$ cat src/rtl/scm_pkg.sv
package scm_pkg;
  typedef struct packed {
    logic we;
    logic wd;
  } fld_wr_t;
endpackage

$ cat src/rtl/scm_host_regs.sv
module scm_host_regs
  import scm_pkg::*;
(
  input  logic    clk_i,
  input  logic    rst_ni,
  input  logic    eng_safe_i,
  input  fld_wr_t vis_wr_i,
  input  fld_wr_t en_wr_i,
  input  fld_wr_t mdis_wr_i,
  output logic    vis_ok_o,
  output logic    mdis_ok_o,
  output logic    vis_q_o,
  output logic    en_q_o,
  output logic    mdis_q_o
);
  logic vis_q, en_q, mdis_q;

  // set needs safe engines; clear is free
  assign vis_ok_o  = vis_wr_i.we & (~vis_wr_i.wd | eng_safe_i);
  // clear blocked while visible
  assign mdis_ok_o = mdis_wr_i.we & (mdis_wr_i.wd | ~vis_q);

  always_ff @(posedge clk_i or negedge rst_ni) begin
    if (!rst_ni) begin
      vis_q  <= 1'b0;
      en_q   <= 1'b0;
      mdis_q <= 1'b0;
    end else begin
      if (vis_ok_o)  vis_q  <= vis_wr_i.wd;
      if (en_wr_i.we) en_q  <= en_wr_i.wd;
      if (mdis_ok_o) mdis_q <= mdis_wr_i.wd;
    end
  end

  assign vis_q_o  = vis_q;
  assign en_q_o   = en_q;
  assign mdis_q_o = mdis_q;
endmodule

$ cat src/rtl/scm_clk_gate_ctl.sv
module scm_clk_gate_ctl (
  input  logic clk_i,
  input  logic rst_ni,
  input  logic stop_a_i,
  input  logic stop_b_i,
  input  logic vis_i,
  input  logic en_i,
  output logic clk_en_o
);
  logic off_req;
  logic clk_en_q;

  assign off_req = stop_a_i & stop_b_i & ~vis_i & ~en_i;

  // registered so the external gate sees a clean level
  always_ff @(posedge clk_i or negedge rst_ni) begin
    if (!rst_ni) clk_en_q <= 1'b1;
    else         clk_en_q <= ~off_req;
  end

  assign clk_en_o = clk_en_q;
endmodule

$ cat src/rtl/scm_chk_seq.sv
module scm_chk_seq #(
  parameter int MEM_WORDS = 256,
  localparam int AW = $clog2(MEM_WORDS)
) (
  input  logic          clk_i,
  input  logic          rst_ni,
  input  logic          run_i,
  input  logic          clr_i,
  output logic [AW-1:0] addr_o
);
  localparam logic [AW-1:0] LastAddr = AW'(MEM_WORDS - 1);
  logic [AW-1:0] addr_q;

  always_ff @(posedge clk_i or negedge rst_ni) begin
    if (!rst_ni)                addr_q <= '0;
    else if (clr_i)             addr_q <= '0;
    else if (run_i) begin
      if (addr_q == LastAddr)   addr_q <= '0;
      else                      addr_q <= addr_q + 1'b1;
    end
  end

  assign addr_o = addr_q;
endmodule

$ cat src/rtl/scm_clk_ctrl.sv
module scm_clk_ctrl
  import scm_pkg::*;
#(
  parameter int MEM_WORDS = 256,
  localparam int AW = $clog2(MEM_WORDS)
) (
  input  logic          clk_i,
  input  logic          rst_ni,
  input  logic          stop_a_i,
  input  logic          stop_b_i,
  input  logic          halt_a_i,
  input  logic          halt_b_i,
  input  logic          stop_req_i,
  input  logic          vis_we_i,
  input  logic          vis_wd_i,
  input  logic          chk_en_we_i,
  input  logic          chk_en_wd_i,
  input  logic          mdis_we_i,
  input  logic          mdis_wd_i,
  output logic          vis_o,
  output logic          chk_en_o,
  output logic          mdis_o,
  output logic          vis_wr_ok_o,
  output logic          mdis_wr_ok_o,
  output logic          mem_clk_en_o,
  output logic          chk_run_o,
  output logic          chk_rst_o,
  output logic [AW-1:0] chk_addr_o,
  output logic          eng_stop_req_o
);
  fld_wr_t vis_wr, en_wr, mdis_wr;
  logic    eng_safe;
  logic    vis_q, en_q;

  assign vis_wr  = '{we: vis_we_i,    wd: vis_wd_i};
  assign en_wr   = '{we: chk_en_we_i, wd: chk_en_wd_i};
  assign mdis_wr = '{we: mdis_we_i,   wd: mdis_wd_i};

  // both stopped, or at least one halted
  assign eng_safe = (stop_a_i & stop_b_i) | halt_a_i | halt_b_i;

  scm_host_regs u_regs (
    .clk_i      (clk_i),
    .rst_ni     (rst_ni),
    .eng_safe_i (eng_safe),
    .vis_wr_i   (vis_wr),
    .en_wr_i    (en_wr),
    .mdis_wr_i  (mdis_wr),
    .vis_ok_o   (vis_wr_ok_o),
    .mdis_ok_o  (mdis_wr_ok_o),
    .vis_q_o    (vis_q),
    .en_q_o     (en_q),
    .mdis_q_o   (mdis_o)
  );

  scm_clk_gate_ctl u_gate (
    .clk_i    (clk_i),
    .rst_ni   (rst_ni),
    .stop_a_i (stop_a_i),
    .stop_b_i (stop_b_i),
    .vis_i    (vis_q),
    .en_i     (en_q),
    .clk_en_o (mem_clk_en_o)
  );

  assign chk_run_o = en_q & ~vis_q;
  assign chk_rst_o = vis_q;

  scm_chk_seq #(.MEM_WORDS(MEM_WORDS)) u_seq (
    .clk_i  (clk_i),
    .rst_ni (rst_ni),
    .run_i  (chk_run_o),
    .clr_i  (vis_q),
    .addr_o (chk_addr_o)
  );

  assign eng_stop_req_o = stop_req_i | vis_q;
  assign vis_o    = vis_q;
  assign chk_en_o = en_q;
endmodule

$ cat config.mk
export PLATFORM = sky130hd
export DESIGN_NAME = scm_clk_ctrl
export DESIGN_NICKNAME = d
export VERILOG_FILES = /design/src/rtl/scm_pkg.sv /design/src/rtl/scm_host_regs.sv /design/src/rtl/scm_clk_gate_ctl.sv /design/src/rtl/scm_chk_seq.sv /design/src/rtl/scm_clk_ctrl.sv
export SDC_FILE = /design/constraint.sdc
export NUM_CORES = 1
export LEC_CHECK = 0
export ABC_AREA = 0
export BUFFER_PORTS_ARGS = -buffer_cell sky130_fd_sc_hd__buf_2
export CORE_MARGIN = 2
export CORE_UTILIZATION = 46
export CTS_BUF_LIST = sky130_fd_sc_hd__clkbuf_8
export DETAILED_ROUTE_END_ITERATION = 8
export PLACE_DENSITY_LB_ADDON = 0.12
export SYNTH_ARGS = -nofsm -noshare
export SYNTH_HDL_FRONTEND = slang
export SYNTH_SLANG_ARGS = --single-unit
$ cat constraint.sdc
create_clock -name clk_i -period 1.6 [get_ports clk_i]
set_clock_uncertainty 0.1 [all_clocks]
set_input_delay 0.24 -clock clk_i [delete_from_list [all_inputs] [get_ports clk_i]]
set_output_delay 0.24 -clock clk_i [all_outputs]
set_load 0.005 [all_outputs]
==> flow_summary.yaml <==
placed_design:
  io_buffers: 29
  place.detailed.hpwl_mm: 1.152
  globalplace.congestion: 0.8732
  dp_cells: 105
synthesis:
  ys.flop_type: "dfrtp_1"
  yosys_warnings: 0
  yosys-top-cells-area: "dfrtp_1 (45%), dfstp_2 (4.3%), a21oi_1 (4.1%), o21ai_0 (4.1%), mux2_2 (3.7%)"
  ys_async_sr_fraction_pct: 100.0
  synth_nets: 76
  syn_area_per_cell_um2: 9.868
  synth_cell_type_count: 29
  synth.top_cell.area_share_pct: 44.99
  syn_inst: 62
  synth_seq_cells: 12
  seq_area_frac_synth_pct: 49.28
  synth-edff-count: 0
  synth_top_area_cell: "dfrtp_1"
  netlist_area_um2: 611.8
die:
  io_pins: 30
  die_area_um2: 1638
  die_w_um: 40.47
  die_y_um: 40.47
  rows: 13
  core_um2: 1269
  start_util_pct: 48.22
global_route:
  grt_use_total_pct: 19.59
  grt_overflow_total: 0
  antenna_found_initial: 0
  grt_max_degree: 13
  first_global_vias: 470
  grt_pass1_wl_mm: 2.035
cts:
  post_cts_buffers: 0
  tritoncts: "yes"
  clock_latency_ns: 0.24
  clk_pin_slew_ns: 0.05
  cts_made_buffers: 3
  clk_path_buf_depth: 2
  htreeDepth: 1
  cts_sinks: 12
  post_cts_resized: 0
  cts_root_buf: "clkbuf_8"
  holdBufCountCts: 1
timing:
  timing.fmax_mhz: 699.3
  finalSetupViolations: 0
  slew_headroom_pct: 82.47
  timing.hold.ws_ns: 0.05907
  period_share_pct: 89.38
  hold_viol: 0
  fin_setup_tns_ns: 0
  tightest_slew_ns: 0.2605
  final_max_slew_viol_count: 0
  min_period_ns: 1.430
  rsz0062_at_grt: "false"
routing:
  dr.first_iter.drc_count: 6
  vias: 588
  drt_pass1_iterations: 3
  drc: 0
  routedWlPerCell_um: 13.37
  vias_per_cell: 5.345
  antenna_left: 0
  finalWirelength_mm: 1.471
finish:
  finalCoreUtilization_pct: 65.38
  area_growth_pct: 35.58
  drive_gt1_share_pct: 42.11
  nets: 110
  antennaDiodeCount: 0
  stdcell_count: 110
critical_path:
  slowest_stage: "dfrtp_1"
  critical_path.endpoint_type: "output pin"
  cp-start-kind: "flop"
  worst-setup-path-type: "reg -> out"
  crit_chain: "or2_2 -> buf_2"
  crit_fanout: 6
  slowest_delay_ns: 0.42
  cp.arrival_ns: 1.09
  required_ns: 1.26
power_and_ir_drop:
  ir_drop_v: 0.0006365
  p_leak_nw: 0.4086
  power.total_mw: 0.7507
  power_density_nw_per_um2: 905.0
flow_run:
  drv_cap: 0
run_status:
  status: "finished, final reports clean"
hold_path:
  hp-class: "in -> reg"
==> cells in the mapped netlist (all sizes together) (2+ instances only) <==
library cell,count
a211oi,2
a21oi,5
a311oi,2
and3,2
buf,2
dfrtp,11
inv,2
mux2,2
nand2,3
nand3,5
nand4,2
nor2,4
nor2b,2
o21ai,5
xor2,2
==> power by group <==
part	switching [mW]	internal (mW)	leakage, nW	total, mW
clock	0.113	0.169	0.0269	0.282
sequential	0.0226	0.324	0.156	0.346
combinational	0.0597	0.0630	0.226	0.123
total	0.195	0.556	0.409	0.751
==> cell usage in the layout (no fill, tap or decap), types with 3 or more instances in the layout <==
cell type	n
dfrtp_1	11
o21ai_0	5
clkbuf_8	3
inv_1	3
nand3_1	4
nor2_1	4
buf_2	29
nand2_1	3
a21oi_1	5
==> layer usage <==
metal	vias up	wire length (um)	global-route usage [%]	part of all wire, %
li1	292	-	-	-
met1	278	601	22.95	41
met2	14	772	31.75	52
met3	4	57	4.444	3.9
met4	0	40	12.50	2.7
met5	-	0	0	0
==> cell type report <==
class	count	area, um^2
multi-input cells	45	286.5
fillers	101	439.2
clock buffers	3	41.29
well taps	15	18.77
flip-flops and latches	12	301.5
inverters	2	7.507
clock inverters	1	3.754
repair buffers	32	170.2
==> final timing paths <==
kind	endpoint	depth (start not counted)	from	slack [ns]
min	u_gate.clk_en_o	2	stop_b_i	0.06
min in group asynchronous	u_seq.addr_o[3]	2	rst_ni	0.30
max	eng_stop_req_o	2	u_regs.vis_q_o	0.17
max in group asynchronous	u_gate.clk_en_o	2	rst_ni	0.83
max reg2reg	u_seq.addr_o[6]	4	u_seq.addr_o[0]	0.19
min reg2reg	u_regs.mdis_q_o	2	u_regs.mdis_q_o	0.40
==> through the flow <==
step           setup WS, ns  area [um^2]
2_1_floorplan        0.2829        611.8
3_3_place_gp         0.2573        774.5
3_5_place_dp         0.2070        774.5
4_1_cts              0.1618        829.5
5_1_grt             0.04428        829.5
6_report             0.1699        829.5
==> sequential cells by signal (all words and copies together), names as in the netlist <==
register         flops
u_regs.mdis_q_o      1
u_gate.clk_en_o      1
u_regs.en_q_o        1
u_seq.addr_o         8
u_regs.vis_q_o       1
==> critical path, delay by kind of cell (launching register included) <==
family,cells,cell delay (ns)
buffers and inverters,1,0.12
flip-flops,1,0.42
AND/OR/NAND/NOR,1,0.30
==> kinds of logic after synthesis <==
kind of cell             synth area share [%]
adder cells (fa/ha/maj)                 2.045
flip-flops                              49.28
multiplexers                            5.317
AND/OR/NAND/NOR                         19.43
XOR/XNOR                                2.864
buffers and inverters                   3.885
AO/OA/AOI/OAI                           17.18
(Power assumes the default switching activity.)
